==> src/rtl/pwm_tmr_pkg.sv <==
package pwm_tmr_pkg;

   typedef enum logic [2:0] {
      RA_CTRL = 3'd0,
      RA_OSEL = 3'd1,
      RA_ACT  = 3'd2,
      RA_MASK = 3'd3,
      RA_DATA = 3'd4,
      RA_PER  = 3'd5,
      RA_DUTY = 3'd6
   } reg_addr_e;

   typedef enum logic [1:0] {
      ACT_NONE   = 2'b00,
      ACT_TOGGLE = 2'b01,
      ACT_LOW    = 2'b10,
      ACT_HIGH   = 2'b11
   } pin_act_e;

   localparam int CTRL_CLR_BIT = 3;
   localparam int ADDR_W       = 3;

endpackage

==> src/rtl/pwm_tmr_regs.sv <==
module pwm_tmr_regs
   import pwm_tmr_pkg::*;
#(
   parameter int CNT_W      = 16,
   parameter int NCH        = 8,
   parameter int PWM_CH     = 4,
   parameter int PER_CH     = 7,
   parameter int PSC_CODE_W = 3
) (
   input  logic                  clk,
   input  logic                  rst_n,
   input  logic                  wr_en,
   input  logic [ADDR_W-1:0]     wr_addr,
   input  logic [CNT_W-1:0]      wr_data,
   output logic                  clr_en_o,
   output logic [PSC_CODE_W-1:0] psc_code_o,
   output logic                  osel_pwm_o,
   output logic                  osel_per_o,
   output pin_act_e              act_o,
   output logic                  mask_pwm_o,
   output logic                  data_pwm_o,
   output logic [CNT_W-1:0]      cmp_per_o,
   output logic [CNT_W-1:0]      cmp_duty_o
);

   if (NCH > CNT_W) begin : g_chk_nch
      $error("pwm_tmr_regs: NCH must fit in the data width");
   end
   if (PSC_CODE_W > CTRL_CLR_BIT) begin : g_chk_psc
      $error("pwm_tmr_regs: prescale field overlaps the clear bit");
   end

   logic unused_wr_bits;
   assign unused_wr_bits = ^wr_data;

   always_ff @(posedge clk) begin
      if (!rst_n) begin
         clr_en_o   <= 1'b0;
         psc_code_o <= '0;
         osel_pwm_o <= 1'b0;
         osel_per_o <= 1'b0;
         act_o      <= ACT_NONE;
         mask_pwm_o <= 1'b0;
         data_pwm_o <= 1'b0;
         cmp_per_o  <= '0;
         cmp_duty_o <= '0;
      end else if (wr_en) begin
         case (reg_addr_e'(wr_addr))
            RA_CTRL: begin
               clr_en_o   <= wr_data[CTRL_CLR_BIT];
               psc_code_o <= wr_data[PSC_CODE_W-1:0];
            end
            RA_OSEL: begin
               osel_pwm_o <= wr_data[PWM_CH];
               osel_per_o <= wr_data[PER_CH];
            end
            RA_ACT:  act_o      <= pin_act_e'(wr_data[1:0]);
            RA_MASK: mask_pwm_o <= wr_data[PWM_CH];
            RA_DATA: data_pwm_o <= wr_data[PWM_CH];
            RA_PER:  cmp_per_o  <= wr_data;
            RA_DUTY: cmp_duty_o <= wr_data;
            default: ;
         endcase
      end
   end

endmodule

==> src/rtl/pwm_tmr_prescale.sv <==
module pwm_tmr_prescale #(
   parameter int CODE_W = 3,
   parameter bit BYPASS = 1'b0
) (
   input  logic              clk,
   input  logic              rst_n,
   input  logic [CODE_W-1:0] code_i,
   output logic              tick_o
);

   localparam int DIV_W = (1 << CODE_W) - 1;

   if (CODE_W < 1 || CODE_W > 4) begin : g_chk_code
      $error("pwm_tmr_prescale: CODE_W out of range");
   end

   if (BYPASS) begin : g_bypass
      logic unused_code;
      assign unused_code = ^code_i;
      assign tick_o = 1'b1;
   end else begin : g_divide
      logic [DIV_W-1:0] pre_q;
      logic [DIV_W-1:0] sel_mask;

      always_comb begin
         for (int i = 0; i < DIV_W; i++) begin
            sel_mask[i] = (i < int'(code_i));
         end
      end

      always_ff @(posedge clk) begin
         if (!rst_n) pre_q <= '0;
         else        pre_q <= pre_q + 1'b1;
      end

      assign tick_o = ((pre_q & sel_mask) == sel_mask);

      // divide-by-two never yields two ticks in a row
      a_r2_half_rate: assert property (@(posedge clk) disable iff (!rst_n)
         (code_i == 1 && tick_o) |=> (code_i != 1 || !tick_o));
   end

endmodule

==> src/rtl/pwm_tmr_counter.sv <==
module pwm_tmr_counter #(
   parameter int CNT_W = 16
) (
   input  logic             clk,
   input  logic             rst_n,
   input  logic             tick_i,
   input  logic             clr_en_i,
   input  logic [CNT_W-1:0] cmp_per_i,
   input  logic [CNT_W-1:0] cmp_duty_i,
   output logic [CNT_W-1:0] cnt_o,
   output logic             hit_per_o,
   output logic             hit_duty_o
);

   localparam int NCMP = 2;

   logic [CNT_W-1:0] cnt_q;
   logic [CNT_W-1:0] cmp_arr [NCMP];
   logic [NCMP-1:0]  hit;

   assign cmp_arr[0] = cmp_per_i;
   assign cmp_arr[1] = cmp_duty_i;

   for (genvar g = 0; g < NCMP; g++) begin : g_cmp
      assign hit[g] = tick_i && (cnt_q == cmp_arr[g]);
   end

   assign hit_per_o  = hit[0];
   assign hit_duty_o = hit[1];

   always_ff @(posedge clk) begin
      if (!rst_n) begin
         cnt_q <= '0;
      end else if (tick_i) begin
         if (clr_en_i && hit[0]) cnt_q <= '0;
         else                    cnt_q <= cnt_q + 1'b1;
      end
   end

   assign cnt_o = cnt_q;

   // period match with clear enabled returns the count to zero
   a_r3_clear_on_period: assert property (@(posedge clk) disable iff (!rst_n)
      (clr_en_i && hit_per_o) |=> (cnt_o == '0));

   // without a clearing match, every tick advances the count by one
   a_r3_advance: assert property (@(posedge clk) disable iff (!rst_n)
      (tick_i && !(clr_en_i && hit_per_o)) |=> (cnt_o == CNT_W'($past(cnt_o) + 1'b1)));

   // the count is frozen between ticks
   a_r2_hold_no_tick: assert property (@(posedge clk) disable iff (!rst_n)
      !tick_i |=> $stable(cnt_o));

endmodule

==> src/rtl/pwm_tmr_pin.sv <==
module pwm_tmr_pin
   import pwm_tmr_pkg::*;
(
   input  logic     clk,
   input  logic     rst_n,
   input  logic     hit_per_i,
   input  logic     hit_duty_i,
   input  logic     osel_pwm_i,
   input  logic     osel_per_i,
   input  pin_act_e act_i,
   input  logic     mask_pwm_i,
   input  logic     data_pwm_i,
   output logic     pin_o
);

   logic pin_q;
   logic pin_d;
   logic force_en;
   logic act_en;

   assign force_en = hit_per_i && osel_per_i && mask_pwm_i;
   assign act_en   = hit_duty_i;

   always_comb begin
      pin_d = pin_q;
      if (!osel_pwm_i) begin
         pin_d = 1'b0;
      end else if (force_en) begin
         pin_d = data_pwm_i;
      end else if (act_en) begin
         case (act_i)
            ACT_TOGGLE: pin_d = ~pin_q;
            ACT_LOW:    pin_d = 1'b0;
            ACT_HIGH:   pin_d = 1'b1;
            default:    pin_d = pin_q;
         endcase
      end
   end

   always_ff @(posedge clk) begin
      if (!rst_n) pin_q <= 1'b0;
      else        pin_q <= pin_d;
   end

   assign pin_o = pin_q;

   // a forcing period match lands the data level, whatever channel 4 does
   a_r6_force_level: assert property (@(posedge clk) disable iff (!rst_n)
      (hit_per_i && osel_per_i && osel_pwm_i && mask_pwm_i) |=> (pin_o == $past(data_pwm_i)));

   // a lone duty match with the toggle action flips the pin
   a_r5_toggle: assert property (@(posedge clk) disable iff (!rst_n)
      (hit_duty_i && !hit_per_i && osel_pwm_i && act_i == ACT_TOGGLE) |=> (pin_o != $past(pin_o)));

   // no match, no change
   a_r8_hold: assert property (@(posedge clk) disable iff (!rst_n)
      (!hit_per_i && !hit_duty_i && osel_pwm_i) |=> $stable(pin_o));

   // deselected channel keeps the pin low
   a_r4_deselect_low: assert property (@(posedge clk) disable iff (!rst_n)
      !osel_pwm_i |=> !pin_o);

endmodule

==> src/rtl/oc_pwm_timer.sv <==
module oc_pwm_timer
   import pwm_tmr_pkg::*;
#(
   parameter int CNT_W      = 16,
   parameter int NCH        = 8,
   parameter int PWM_CH     = 4,
   parameter int PER_CH     = 7,
   parameter int PSC_CODE_W = 3,
   parameter bit PSC_BYPASS = 1'b0
) (
   input  logic              clk,
   input  logic              rst_n,
   input  logic              wr_en,
   input  logic [ADDR_W-1:0] wr_addr,
   input  logic [CNT_W-1:0]  wr_data,
   output logic              pwm_o
);

   if (CNT_W < 4) begin : g_chk_w
      $error("oc_pwm_timer: CNT_W too small");
   end
   if (PWM_CH >= NCH || PER_CH >= NCH || PWM_CH == PER_CH) begin : g_chk_ch
      $error("oc_pwm_timer: channel indices invalid");
   end

   logic                  clr_en;
   logic [PSC_CODE_W-1:0] psc_code;
   logic                  osel_pwm;
   logic                  osel_per;
   pin_act_e              act;
   logic                  mask_pwm;
   logic                  data_pwm;
   logic [CNT_W-1:0]      cmp_per;
   logic [CNT_W-1:0]      cmp_duty;
   logic                  tick;
   logic [CNT_W-1:0]      cnt;
   logic                  hit_per;
   logic                  hit_duty;

   pwm_tmr_regs #(
      .CNT_W(CNT_W), .NCH(NCH), .PWM_CH(PWM_CH), .PER_CH(PER_CH), .PSC_CODE_W(PSC_CODE_W)
   ) i_regs (
      .clk(clk), .rst_n(rst_n), .wr_en(wr_en), .wr_addr(wr_addr), .wr_data(wr_data),
      .clr_en_o(clr_en), .psc_code_o(psc_code), .osel_pwm_o(osel_pwm), .osel_per_o(osel_per),
      .act_o(act), .mask_pwm_o(mask_pwm), .data_pwm_o(data_pwm),
      .cmp_per_o(cmp_per), .cmp_duty_o(cmp_duty)
   );

   pwm_tmr_prescale #(.CODE_W(PSC_CODE_W), .BYPASS(PSC_BYPASS)) i_psc (
      .clk(clk), .rst_n(rst_n), .code_i(psc_code), .tick_o(tick)
   );

   pwm_tmr_counter #(.CNT_W(CNT_W)) i_cnt (
      .clk(clk), .rst_n(rst_n), .tick_i(tick), .clr_en_i(clr_en),
      .cmp_per_i(cmp_per), .cmp_duty_i(cmp_duty),
      .cnt_o(cnt), .hit_per_o(hit_per), .hit_duty_o(hit_duty)
   );

   pwm_tmr_pin i_pin (
      .clk(clk), .rst_n(rst_n), .hit_per_i(hit_per), .hit_duty_i(hit_duty),
      .osel_pwm_i(osel_pwm), .osel_per_i(osel_per), .act_i(act),
      .mask_pwm_i(mask_pwm), .data_pwm_i(data_pwm), .pin_o(pwm_o)
   );

   // with clearing on, the count never passes the period value once below it
   a_r3_bounded: assert property (@(posedge clk) disable iff (!rst_n)
      (clr_en && $past(clr_en) && $past(cnt) <= $past(cmp_per) && $stable(cmp_per))
         |-> (cnt <= cmp_per));

endmodule

==> config.mk <==
export PLATFORM = sky130hd
export DESIGN_NAME = oc_pwm_timer
export DESIGN_NICKNAME = d
export VERILOG_FILES = /design/src/rtl/pwm_tmr_pkg.sv /design/src/rtl/pwm_tmr_regs.sv /design/src/rtl/pwm_tmr_prescale.sv /design/src/rtl/pwm_tmr_counter.sv /design/src/rtl/pwm_tmr_pin.sv /design/src/rtl/oc_pwm_timer.sv
export SDC_FILE = /design/constraint.sdc
export NUM_CORES = 1
export LEC_CHECK = 0
export BUFFER_PORTS_ARGS = -buffer_cell sky130_fd_sc_hd__buf_2
export CAP_MARGIN = 25
export CORE_UTILIZATION = 45
export DETAILED_ROUTE_END_ITERATION = 7
export SLEW_MARGIN = 40
export SYNTH_ARGS = -nofsm -noshare
export SYNTH_HDL_FRONTEND = slang
export SYNTH_HIERARCHICAL = 1
export SYNTH_SLANG_ARGS = --single-unit
==> constraint.sdc <==
create_clock -name clk -period 6.9 [get_ports clk]
set_input_delay 0.345 -clock clk [delete_from_list [all_inputs] [get_ports clk]]
set_output_delay 0.345 -clock clk [all_outputs]
set_load 0.02 [all_outputs]
==> impl_metrics.ini <==
[yosys]
ys_types = 41
yosys.area.top_type = dfxtp_1
yosysWarnings = 6
synth_xor_area_share_pct = 13.38
synth_mux_area_share_pct = 13.70
synth_common_cells = nand2_1 (71), dfxtp_1 (66), mux2i_1 (43)
syn-instance-count = 339
synth_adder_area_share_pct = 0.7965
synth-simple-area-share_pct = 21.62
netlist_area_um2 = 3142
synth-edff-count = 0
synth_top_family_by_area = simple AND/OR/NAND/NOR gates
seq_area_frac_synth_pct = 42.05
yosysMostFrequentCell = nand2_1
syn-num-nets = 363
synth_area_leaders = dfxtp_1 (42%), mux2i_1 (14%), xnor2_1 (9.8%)
ys.flop_type = dfxtp_1
synth.top_cell.area_share_pct = 42.05
postSynth.asyncResetShare_pct = 0
avgSynthCellArea_um2 = 9.268
ys_ff_latch = 66
synth_compound_area_share_pct = 3.624

[die]
io_pins = 23
fp-row-count = 30
core_um2 = 6756
start_util_pct = 46.50
chipWidth_um = 85.56
die_h_um = 85.56
dieArea_um2 = 7320

[clock_network]
cts_sinks = 66
clockBufferDepth = 2
htreeDepth = 3
clk_pin_slew_ns = 0.07
ctsHoldBuffers = 0
post_cts_resized = 0
root_buffer = clkbuf_8
cts_setup_buffers = 0
cts_tree = built
clock_latency_ns = 0.34
cts-buffers-inserted = 9

[timing]
relSlewSlack_pct = 55.21
worst_pin_slew_ns = 0.6718
max_freq_mhz = 371.4
setup_viol = 0
period_needed_ns = 2.693
fin_worst_skew_ns = 0.009173
finalMaxSlewViolations = 0
rsz0062_at_grt = false
fin_crit_sh_pct = 39.03
finalHoldViolCount = 0
finalSetupTns_ns = 0

[route]
first_pass_iters = 4
wirelength_um = 6154
viasPerCell = 5.169
via_count = 2269
wl_per_cell_um = 14.02
post-route-drc-count = 0
drt_iter0_drc = 100
drtAntennaViolNets = 0

[final_layout]
final_nets = 379
diodes = 0
nFillCells = 663
drive_gt1_share_pct = 13.65
area_growth_pct = 9.916

[grt]
grt_use_met1_pct = 25.59
use_met2_pct = 27.13
grt-ovfl-total = 0
antenna_found_initial = 0
grt_use_met3_pct = 3.754
grt.busiest_layer = met2
grt_pass1_wl_um = 10210
grt_pass1_vias = 2107
gr-usage-all-layers_pct = 18.19
grt_max_degree = 70

[power]
power_density_nw_per_um2 = 240.6
p_leak_nw = 1.387
ir_drop_uv = 129.8
finalPower_w = 0.0008309

[placed_design]
io_buffer_count = 22
globalplace.congestion = 0.7934
dp_hpwl_um = 4323

[min_path]
hold_depth = 3
hp-class = in -> reg

[setup_path]
r2r_slack_ns = 4.21
critPathLaunchType = flip-flop
r2r_cells = 10
critPathKind = reg -> reg
arrival_ns = 2.96
endpoint_kind = flip-flop
crit_fanout = 9
crit_required_ns = 7.17

[outcome]
status = complete, no violations

[flow_run]
cap_violations = 0
## through the flow
stage | cells | hold slack (ns) | utilization, % | worst slack [ns] | instance area, µm²
global route | 439 | 0.2821 | 51.11 | 4.013 | 3453
floorplan | 339 | 0.4153 | - | 4.602 | 3142
finish | 439 | 0.2746 | 51.11 | 4.207 | 3453
CTS | 438 | 0.2513 | 51.00 | 4.102 | 3446
detailed placement | 423 | 0.4389 | 47.98 | 4.109 | 3242
global placement | 423 | 0.4369 | 47.98 | 4.214 | 3242
## registers in the layout (all words and copies together) (netlist names), 2 cells and up
register	flops
i_regs/cmp_per_o	16
i_regs/act_o	2
i_cnt/cnt_o	16
i_regs/cmp_duty_o	16
i_psc/g_divide.pre_q	7
i_regs/psc_code_o	3
## metal layers
layer | vias up | part of all wire (%)
met2 | 27 | 44
li1 | 1167 | -
met1 | 1064 | 52
met5 | - | 0
met3 | 11 | 2.5
met4 | 0 | 1.8
## placed cells by master, fill, tap and decap left out, types with 3 or more instances in the layout
cell | Yosys | layout
and2_1 | 4 | 4
mux2i_1 | 43 | 43
clkbuf_8 | 0 | 12
nand2_1 | 71 | 71
xor2_1 | 13 | 13
inv_1 | 7 | 7
o21ai_0 | 4 | 4
dfxtp_1 | 66 | 66
xnor2_1 | 35 | 35
nor2b_1 | 3 | 3
nor2_1 | 26 | 26
and4bb_2 | 3 | 3
nand4_1 | 9 | 9
nand3_1 | 8 | 8
buf_2 | 3 | 22
## cell families (layout without fill, tap and decap cells)
logic type      count (synthesis)  after routing
mux                            43             43
xor+xnor                       48             48
buf+inv                        27             47
flops                          66             66
compound gates                 13             13
simple gates                  140            140
fa+ha+maj                       2              2
## where the power goes
group	total [W]	internal, W	switching [W]
sequential	0.000405	0.000393	0.0000117
combinational	0.0000924	0.0000412	0.0000512
clock	0.000333	0.000194	0.000139
## worst paths after layout
check / startpoint / end
worst max-delay path: i_psc/g_divide.pre_q[2]$_SDFF_PN0_ / i_pin/pin_o$_SDFFE_PN0P_
worst min-delay path: wr_data[8] / i_regs/cmp_duty_o[8]$_SDFFE_PN0P_
worst max register to register: i_psc/g_divide.pre_q[2]$_SDFF_PN0_ / i_pin/pin_o$_SDFFE_PN0P_
worst min register to register: i_regs/osel_pwm_o$_SDFFE_PN0P_ / i_pin/pin_o$_SDFFE_PN0P_
## final cells by class
type                            instances  area, µm²  area share, %
Clock inverter                          2      35.03          1.014
Sequential cell                        66       1321          38.26
Timing Repair Buffer                   25      132.6          3.841
Tap cell                               80      100.1          2.899
Multi-Input combinational cell        246       1669          48.33
Inverter                                7      26.28         0.7609
Clock buffer                           13      168.9          4.891
## critical path, cell delays in order, from the launching register on
cell and delay [ns]:
dfxtp_1 0.39, and3_4 0.22, nand2_1 0.05, a211o_1 0.27, a221oi_2 0.58, nand2_1 0.10, nor4_1 0.43, a21oi_1 0.14
a311oi_1 0.25, mux2i_1 0.11, nor2_1 0.08
(Power assumes the default switching activity.)
